--- src/rtl/acc_alu_pkg.sv ---
package acc_alu_pkg;
  localparam int OP_W   = 4;
  localparam int STAT_W = 5;
  localparam int FLG_POS = 0;
  localparam int FLG_CRY = 1;
  localparam int FLG_ZRO = 2;
  localparam int FLG_OVF = 3;
  localparam int FLG_IEN = 4;

  typedef enum logic [OP_W-1:0] {
    OP_ADD  = 4'd0,
    OP_LINK = 4'd1,
    OP_INC  = 4'd2,
    OP_DADD = 4'd3,
    OP_AND  = 4'd4,
    OP_OR   = 4'd5,
    OP_XOR  = 4'd6,
    OP_COM  = 4'd7,
    OP_CMP  = 4'd8,
    OP_SHR1 = 4'd9,
    OP_SHR4 = 4'd10,
    OP_SHL1 = 4'd11,
    OP_SHL4 = 4'd12,
    OP_RSV0 = 4'd13,
    OP_RSV1 = 4'd14,
    OP_RSV2 = 4'd15
  } alu_op_e;

  typedef enum logic [1:0] {
    RULE_ARITH = 2'd0,
    RULE_LOGIC = 2'd1,
    RULE_SHR   = 2'd2,
    RULE_NONE  = 2'd3
  } flag_rule_e;

  // Flag nibble in status-word order: {ovf, zro, cry, pos}
  typedef struct packed {
    logic ovf;
    logic zro;
    logic cry;
    logic pos;
  } alu_flags_t;

  function automatic flag_rule_e rule_of(alu_op_e op);
    case (op)
      OP_ADD, OP_LINK, OP_INC, OP_DADD, OP_CMP: rule_of = RULE_ARITH;
      OP_AND, OP_OR, OP_XOR, OP_COM,
      OP_SHL1, OP_SHL4:                         rule_of = RULE_LOGIC;
      OP_SHR1, OP_SHR4:                         rule_of = RULE_SHR;
      default:                                  rule_of = RULE_NONE;
    endcase
  endfunction

  function automatic logic writes_acc(alu_op_e op);
    writes_acc = (rule_of(op) != RULE_NONE) && (op != OP_CMP);
  endfunction
endpackage

--- src/rtl/acc_alu_adder.sv ---
module acc_alu_adder #(
  parameter int W = 8
) (
  input  logic [W-1:0] a,
  input  logic [W-1:0] b,
  input  logic         cin,
  output logic [W-1:0] sum,
  output logic         cout,
  output logic         ovf
);
  // Returns {carry out, carry into MSB, sum}
  function automatic logic [W+1:0] add_split(input logic [W-1:0] x,
                                             input logic [W-1:0] y,
                                             input logic         ci);
    logic [W-1:0] low;
    logic [1:0]   hi;
    low = {1'b0, x[W-2:0]} + {1'b0, y[W-2:0]} + {{(W-1){1'b0}}, ci};
    hi  = {1'b0, x[W-1]} + {1'b0, y[W-1]} + {1'b0, low[W-1]};
    add_split = {hi[1], low[W-1], hi[0], low[W-2:0]};
  endfunction

  logic [W+1:0] packed_out;
  logic         c_into_msb;

  assign packed_out = add_split(a, b, cin);
  assign sum        = packed_out[W-1:0];
  assign c_into_msb = packed_out[W];
  assign cout       = packed_out[W+1];
  assign ovf        = cout ^ c_into_msb;
endmodule

--- src/rtl/acc_alu_bcd_adjust.sv ---
module acc_alu_bcd_adjust #(
  parameter int W = 8
) (
  input  logic [W-1:0] a,
  input  logic [W-1:0] b,
  input  logic [W-1:0] sum,
  input  logic         cout,
  output logic [W-1:0] adj
);
  localparam int NIB = W / 4;

  logic [NIB-1:0] nib_co;

  for (genvar k = 0; k < NIB; k++) begin : g_nib
    if (k < NIB - 1) begin : g_inner
      // carry out of nibble k recovered from the shared sum
      assign nib_co[k] = sum[4*(k+1)] ^ a[4*(k+1)] ^ b[4*(k+1)];
    end else begin : g_top
      assign nib_co[k] = cout;
    end
    assign adj[4*k +: 4] = sum[4*k +: 4] + (nib_co[k] ? 4'h0 : 4'hA);
  end
endmodule

--- src/rtl/acc_alu_logic_shift.sv ---
module acc_alu_logic_shift
  import acc_alu_pkg::*;
#(
  parameter int W          = 8,
  parameter int SHIFT_WIDE = 4
) (
  input  alu_op_e      op,
  input  logic [W-1:0] a,
  input  logic [W-1:0] b,
  output logic [W-1:0] y
);
  always_comb begin
    case (op)
      OP_AND:  y = a & b;
      OP_OR:   y = a | b;
      OP_XOR:  y = a ^ b;
      OP_COM:  y = a ^ {W{1'b1}};
      OP_SHR1: y = a >> 1;
      OP_SHR4: y = a >> SHIFT_WIDE;
      OP_SHL1: y = a << 1;
      OP_SHL4: y = a << SHIFT_WIDE;
      default: y = '0;
    endcase
  end
endmodule

--- src/rtl/acc_alu_status_reg.sv ---
module acc_alu_status_reg
  import acc_alu_pkg::*;
(
  input  logic              clk,
  input  logic              rst_n,
  input  logic              upd,
  input  alu_flags_t        flags_in,
  input  logic              ien_set,
  input  logic              ien_clr,
  output logic [STAT_W-1:0] w
);
  always_ff @(posedge clk) begin
    if (!rst_n) begin
      w <= '0;
    end else begin
      if (upd) w[FLG_OVF:FLG_POS] <= flags_in;
      if (ien_clr)      w[FLG_IEN] <= 1'b0;
      else if (ien_set) w[FLG_IEN] <= 1'b1;
    end
  end
endmodule

--- src/rtl/acc_alu_flags.sv ---
module acc_alu_flags
  import acc_alu_pkg::*;
#(
  parameter int DATA_W     = 8,
  parameter int SHIFT_WIDE = 4
) (
  input  logic              clk,
  input  logic              rst_n,
  input  logic              op_valid,
  input  logic [OP_W-1:0]   op_sel,
  input  logic [DATA_W-1:0] acc_in,
  input  logic [DATA_W-1:0] opnd_in,
  input  logic              ien_set,
  input  logic              ien_clr,
  output logic [DATA_W-1:0] result,
  output logic              result_wr,
  output logic [STAT_W-1:0] status
);
  localparam int MSB = DATA_W - 1;

  alu_op_e     op;
  flag_rule_e  rule;
  logic [MSB:0] add_a, add_b, add_sum, dec_sum, ls_y, val;
  logic         add_cin, add_cout, add_ovf;
  logic         exec_fire, wr_next;
  alu_flags_t   flags_next;

  assign op   = alu_op_e'(op_sel);
  assign rule = rule_of(op);

  // shared adder operand steering
  always_comb begin
    add_a   = acc_in;
    add_b   = opnd_in;
    add_cin = 1'b0;
    case (op)
      OP_LINK: begin add_b = '0; add_cin = status[FLG_CRY]; end
      OP_INC:  begin add_b = '0; add_cin = 1'b1; end
      OP_CMP:  begin add_a = opnd_in; add_b = ~acc_in; add_cin = 1'b1; end
      default: ;
    endcase
  end

  acc_alu_adder #(.W(DATA_W)) u_add (
    .a(add_a), .b(add_b), .cin(add_cin),
    .sum(add_sum), .cout(add_cout), .ovf(add_ovf)
  );

  acc_alu_bcd_adjust #(.W(DATA_W)) u_bcd (
    .a(add_a), .b(add_b), .sum(add_sum), .cout(add_cout), .adj(dec_sum)
  );

  acc_alu_logic_shift #(.W(DATA_W), .SHIFT_WIDE(SHIFT_WIDE)) u_ls (
    .op(op), .a(acc_in), .b(opnd_in), .y(ls_y)
  );

  always_comb begin
    if (rule == RULE_ARITH) val = (op == OP_DADD) ? dec_sum : add_sum;
    else                    val = ls_y;
  end

  always_comb begin
    flags_next.ovf = (rule == RULE_ARITH) ? add_ovf  : 1'b0;
    flags_next.cry = (rule == RULE_ARITH) ? add_cout : 1'b0;
    flags_next.zro = (val == '0);
    flags_next.pos = (rule == RULE_SHR) ? 1'b1 : ~val[MSB];
  end

  assign exec_fire = op_valid && (rule != RULE_NONE);
  assign wr_next   = exec_fire && writes_acc(op);

  always_ff @(posedge clk) begin
    if (!rst_n) begin
      result    <= '0;
      result_wr <= 1'b0;
    end else begin
      result_wr <= wr_next;
      if (wr_next) result <= val;
    end
  end

  acc_alu_status_reg u_w (
    .clk(clk), .rst_n(rst_n), .upd(exec_fire), .flags_in(flags_next),
    .ien_set(ien_set), .ien_clr(ien_clr), .w(status)
  );
endmodule

--- config.mk ---
export PLATFORM = sky130hd
export DESIGN_NAME = acc_alu_flags
export DESIGN_NICKNAME = d
export VERILOG_FILES = /design/src/rtl/acc_alu_pkg.sv /design/src/rtl/acc_alu_adder.sv /design/src/rtl/acc_alu_bcd_adjust.sv /design/src/rtl/acc_alu_logic_shift.sv /design/src/rtl/acc_alu_status_reg.sv /design/src/rtl/acc_alu_flags.sv
export SDC_FILE = /design/constraint.sdc
export NUM_CORES = 1
export LEC_CHECK = 0
export ABC_AREA = 1
export BUFFER_PORTS_ARGS = -buffer_cell sky130_fd_sc_hd__buf_2
export CAP_MARGIN = 20
export CORE_UTILIZATION = 50
export CTS_BUF_LIST = sky130_fd_sc_hd__clkbuf_8
export CTS_CLUSTER_DIAMETER = 200
export DETAILED_ROUTE_END_ITERATION = 10
export PLACE_DENSITY = 0.76
export SETUP_SLACK_MARGIN = 0.2
export SYNTH_ARGS = -nofsm -noshare
export SYNTH_HDL_FRONTEND = slang
export SYNTH_SLANG_ARGS = --single-unit
--- constraint.sdc ---
create_clock -name clk -period 9.6 [get_ports clk]
set_clock_uncertainty 0.1 [all_clocks]
set_input_delay 0.48 -clock clk [delete_from_list [all_inputs] [get_ports clk]]
set_output_delay 0.48 -clock clk [all_outputs]
set_load 0.02 [all_outputs]
* Word-level counts from Yosys, hierarchy flattened *
Memory sizes are Yosys's and may differ from the RTL's.
Index checks and enable logic that the tools add are counted.

operators by class
  $add $sub $neg = 6
  equal/unequal tests = 16
  mux-type cells = 11
  bitwise operators = 9
  reduce and logical (&&, ||, !) cells = 8

operator list
  kind                                                  number
  case mux 8 bit (8 select lines)                       1
  2-to-1 mux 8 bit                                      3
  equality test 4 bit (second input constant)           5
  equality test 4 x 3 -> 1 bit (second input constant)  4
  case mux 8 bit (2 select lines)                       1
  adder 4 bit                                           2
  adder 7 x 7 -> 8 bit                                  1
  adder 8 x 1 -> 8 bit                                  1
  AND 8 bit                                             1
  equality test 4 x 2 -> 1 bit (second input constant)  2
  logical NOT 8 bit                                     1
  2-to-1 mux 4 bit                                      2
  inverter 8 bit                                        1
  OR 8 bit                                              1
  bitwise XOR 8 bit                                     1
  OR reduction 2 bit                                    3
  equality test 4 x 1 -> 1 bit (second input constant)  1
  != test 2 bit (second input constant)                 2
  != test 4 bit (second input constant)                 1
  logical AND 1 bit                                     3
  2-to-1 mux 1 bit                                      3
  bitwise XOR 1 bit                                     3
  adder 1 x 1 -> 2 bit                                  1
  adder 2 x 1 -> 2 bit                                  1
  4 further kinds                                       5

word-level totals
  bits in registers = 14
  bits in read-only memories = 64
  bits of input ports = 25
  output and inout port bits = 14
  word-level logic and storage cells = 56
  memories = 2

memory list
  memory           depth  width  read ports  clocked after Yosys merged registers in  wr ports  line               source
  (no name shown)  16     2      1           0                                        0         acc_alu_pkg.sv:45  case (op)
  (no name shown)  16     2      1           0                                        0         acc_alu_pkg.sv:45

* Logic depth before layout (Yosys ltp) *
  depth in word-level cells = 13
  mapped depth = 35
  gate-level depth less buffers = 34

* Modules after synthesis *
Synthesis repeated with hierarchy kept, for this count alone.

second synthesis, totals
  cell total of the unflattened synthesis = 444
  area total of the unflattened synthesis = 2,526.2 µm²

by module, submodules not included
  module               times used  cells an instance  area each (µm²)  sequential area each (µm²)
  acc_alu_flags        1           163                903.4            180.2
  acc_alu_logic_shift  1           165                877.1            0.0
  acc_alu_adder        1           63                 375.4            0.0
  acc_alu_status_reg   1           30                 201.4            100.1
  acc_alu_bcd_adjust   1           23                 168.9            0.0

* Least setup slack after synthesis *
No wires, ideal clock.

  path kind = input to register
  start = input op_sel[0]
  end = register u_w.w[2]
  setup time = 0.072 ns
  arrival time = 4.118 ns
  data required time = 9.428 ns
  setup slack = 5.310 ns
  cell stages on the path = 29
  path buffers = 2
  cells stage by stage = inv_1 -> ha_1 -> buf_2 -> nand3_2 -> clkbuf_1 -> o21ai_0 -> fa_1 -> nand4_1 -> nand3_1 -> nand2_1 -> nand2_1 -> a21oi_1 -> inv_1 -> fa_1 -> inv_1 -> ha_1 -> ha_1 -> inv_1 -> nand2_1 -> nand2_1 -> a21oi_1 -> nor2_1 -> nor2_2 -> nand3_1 -> nor2_1 -> nand3_1 -> nor2_1 -> nand3_1 -> a21oi_1

on the way
  word-level cells in the longest chain between the ends = 12
  elaborated cells between the ends (all ways) = 35
  classes of those cells = add/sub (6); eq/ne (13); mux (8); bitwise (2); reduce/logical (5); memory (1)

RTL lines
  element                                                        line                      source
  start: declaration                                             acc_alu_flags.sv:10       input logic [OP_W-1:0] op_sel,
  branches (longest 12 deep; another with adder 7 x 7 -> 8 bit)  n/a
  end signal: indexed assignment                                 acc_alu_status_reg.sv:16  if (upd) w[FLG_OVF:FLG_POS] <= flags_in;
  end: declaration                                               acc_alu_status_reg.sv:10  output logic [STAT_W-1:0] w

Several ways; the timed one is not identified.
A chain may end at the register's enable or synchronous reset.

* Worst setup path after layout *
  start = input op_sel[1]
  end = register u_w.w[2]

Same word-level chain as after synthesis.

==> flow_metrics.tcl <==
set metrics [dict create \
    outcome "completed" \
    route.detailed.vias_per_inst 5.35 \
    io_buffers 38 \
    post-route-util 0.602 \
    grt_pass1_vias 2184 \
    post_cts.repair.setup_buffers 0 \
    clock_root_buffer "sky130_fd_sc_hd__clkbuf_8" \
    cts_made_buffers 3 \
    endpoint_kind_of_the_worst_setup_timing_path "flip-flop" \
    power.ir.vdd_worst_uv 53.3 \
    dp_cells 459 \
    htree_num_levels 1 \
    layoutNonFillerInstCount 463 \
    worstSetupStartpointType "input pin" \
    async_flop_share 0 \
    synth_warnings 0 \
    pwr_density_cell_nw_per_um2 102 \
    post_cts_resized 0 \
    grt_setup_unrepaired "no" \
    cts_tree "yes" \
    cp_data_arrival_time_ns 5.02 \
    power_switching_uw 107 \
    syn_area_per_cell_um2 5.85 \
    number_of_flops_mapped_to_enable_cells_by_yosys 0 \
    dpl.hpwl_mm 4.89 \
    time_the_final_worst_path_needs_with_i_o_delays_and_setup_ns 4.95 \
    route.detailed.drc 0 \
    clk-insertion-delay-late_ns 0.24 \
    count_of_endpoints_failing_hold_in_the_final_timing_report 0 \
    initialDrtViolationCount 192 \
    maximum_number_of_pins_on_one_net_before_global_route_repair 27 \
    die-width_um 68.4 \
    synth_area_leader_cell "sky130_fd_sc_hd__nand2_1" \
    route.antenna.remaining_nets 0 \
    grt_antenna_before_repair 0 \
    p_leak_nw 1.46 \
    number_of_library_cell_types_mapped_by_synthesis 32 \
    max_slew_violation_count 0 \
    kind_of_critical_path "input pin to flip-flop" \
    vias_post_dr 2477 \
    yosysSeqAreaShare 0.127 \
    first_pass_iters 4 \
    drv.max_cap_violation_count 0 \
    internal_dissipation_uw 145 \
    core-area_um2 4120 \
    floorplan.die_area_um2 4680 \
    clkSinkCount 14 \
    detailedPlace.worstSlack_ns 4.47 \
    cp_num_buf_inv 7 \
    timing.slew.headroom 0.617 \
    fin_ws_ns 4.65 \
    postSynthRegisterBits 14 \
    switching_share 0.426 \
    slowest_delay_ns 0.46 \
    place.gp.congestion 0.999 \
    required_ns 9.68 \
    setup-violations-final 0 \
    global_route.usage.total 0.279 \
    row_count 23 \
    period_share 0.515 \
    min_path_type "input pin to flip-flop" \
    grt_first_pass_wirelength_mm 9.84 \
    cts-hold-fix-buffers 0 \
    timing.fmax_ghz 0.202 \
    power_frac_clock 0.225 \
    ff2ff_path_depth 25 \
    cp_depth 33 \
    hold_path_cell_cnt 2 \
    synthesized_cell_area_um2 2200 \
    seq_power_share 0.259 \
    ys_dominant_reg_cell "sky130_fd_sc_hd__dfxtp_1" \
    netlist_top_cells_area "sky130_fd_sc_hd__nand2_1, sky130_fd_sc_hd__ha_1, sky130_fd_sc_hd__dfxtp_1, sky130_fd_sc_hd__inv_1, sky130_fd_sc_hd__nand3_1" \
    initial_core_util 0.536 \
    area.growth.synth_to_final_pct 12.4 \
    timing_worst_slew_pin_value_ns 0.574 \
    drive_above_1_share 0.155 \
    timing.critical_path.mode_cell "sky130_fd_sc_hd__nand2_1" \
    timing.setup.tns_ns 0 \
    ios 39 \
    die_y_um 68.4 \
    postSynthNetCount 435 \
    netlist_instances 377 \
    antenna_cells 0 \
    path_delay_family "simple AND/OR/NAND/NOR gates" \
    wirelength_mm 5.87 \
    synth.top_cell.area_share 0.177 \
    grt-ovfl-total 0 \
    cts.clk_slew.worst_paths_ns 0.06 \
    crit_fanout 26 \
    finish.net_count 472 \
    avgRoutedWirePerCell_um 12.7 \
    critPathSlowestCell "sky130_fd_sc_hd__fa_1" \
    share_comb_of_total_power 0.516 \
    clock_tree.buffer_depth 2 \
]
## synthesized netlist by cell type (5+ instances only)
library cell	instances
sky130_fd_sc_hd__a21oi_1	16
sky130_fd_sc_hd__dfxtp_1	14
sky130_fd_sc_hd__ha_1	30
sky130_fd_sc_hd__inv_1	56
sky130_fd_sc_hd__inv_2	7
sky130_fd_sc_hd__nand2_1	104
sky130_fd_sc_hd__nand3_1	33
sky130_fd_sc_hd__nand4_1	11
sky130_fd_sc_hd__nor2_1	42
sky130_fd_sc_hd__o211ai_1	5
sky130_fd_sc_hd__o21ai_0	15
sky130_fd_sc_hd__o22ai_1	9
## logic make-up after synthesis
group	share of synthesized area
xor gates and xnor gates	0.00795
DFF	0.127
buffers and inverters	0.129
adders and majority gates	0.198
AOI/OAI and AO/OA	0.139
and+or+nand+nor	0.399
## flip-flops by register name, summed over array words and instances, names as in the netlist
name,cells
result,8
result_wr,1
u_w.w,5
## area by class of cell
cell class	count	area, um2
Timing Repair Buffer	38	190
Inverter	66	250
Fill cell	435	1640
Sequential cell	14	280
Tap cell	50	62.6
Clock buffer	4	55.1
Multi-Input combinational cell	291	1640
## worst paths after layout
kind / to / from / slack [ns]
worst min-delay path: u_w.w[4] / ien_clr / 0.29
worst max register to register: u_w.w[2] / u_w.w[1] / 5.82
worst min register to register: u_w.w[0] / u_w.w[0] / 0.36
worst max-delay path: u_w.w[2] / op_sel[1] / 4.65
## cell usage in the layout, fill, tap and decap left out, types with 9 or more instances in the layout
master	synthesis	layout
sky130_fd_sc_hd__nand2_1	104	104
sky130_fd_sc_hd__inv_1	56	56
sky130_fd_sc_hd__nor2_1	42	42
sky130_fd_sc_hd__buf_2	1	38
sky130_fd_sc_hd__nand3_1	33	33
sky130_fd_sc_hd__ha_1	30	30
sky130_fd_sc_hd__a21oi_1	16	16
sky130_fd_sc_hd__o21ai_0	15	15
sky130_fd_sc_hd__dfxtp_1	14	14
sky130_fd_sc_hd__nand4_1	11	11
sky130_fd_sc_hd__o22ai_1	9	9
## routing by layer
layer	global-route usage	wire, um	up-vias
met5	0	0	-
met4	0.0599	95	0
met3	0.0367	415	11
met2	0.461	2680	92
met1	0.382	2670	1081
li1	-	-	1293
## power by group through the flow
stage	Sequential, mW	Clock (mW)	Combinational (mW)
after CTS	0.0653	0.0584	0.129
after floorplan	0.0726	0	0.0882
after global routing	0.0660	0.0609	0.150
after global placement	0.0663	0	0.126
after detailed placement	0.0665	0	0.129
final	0.0653	0.0568	0.130
## through the flow
| stage | area, um2 | hold slack [ns] | power (mW) |
|---|---|---|---|
| 2_1_floorplan | 2200 | 0.442 | 0.161 |
| 3_3_place_gp | 2420 | 0.349 | 0.193 |
| 3_5_place_dp | 2420 | 0.356 | 0.195 |
| 4_1_cts | 2480 | 0.289 | 0.253 |
| 5_1_grt | 2480 | 0.310 | 0.276 |
| 6_report | 2480 | 0.292 | 0.252 |
(Power assumes the default switching activity.)
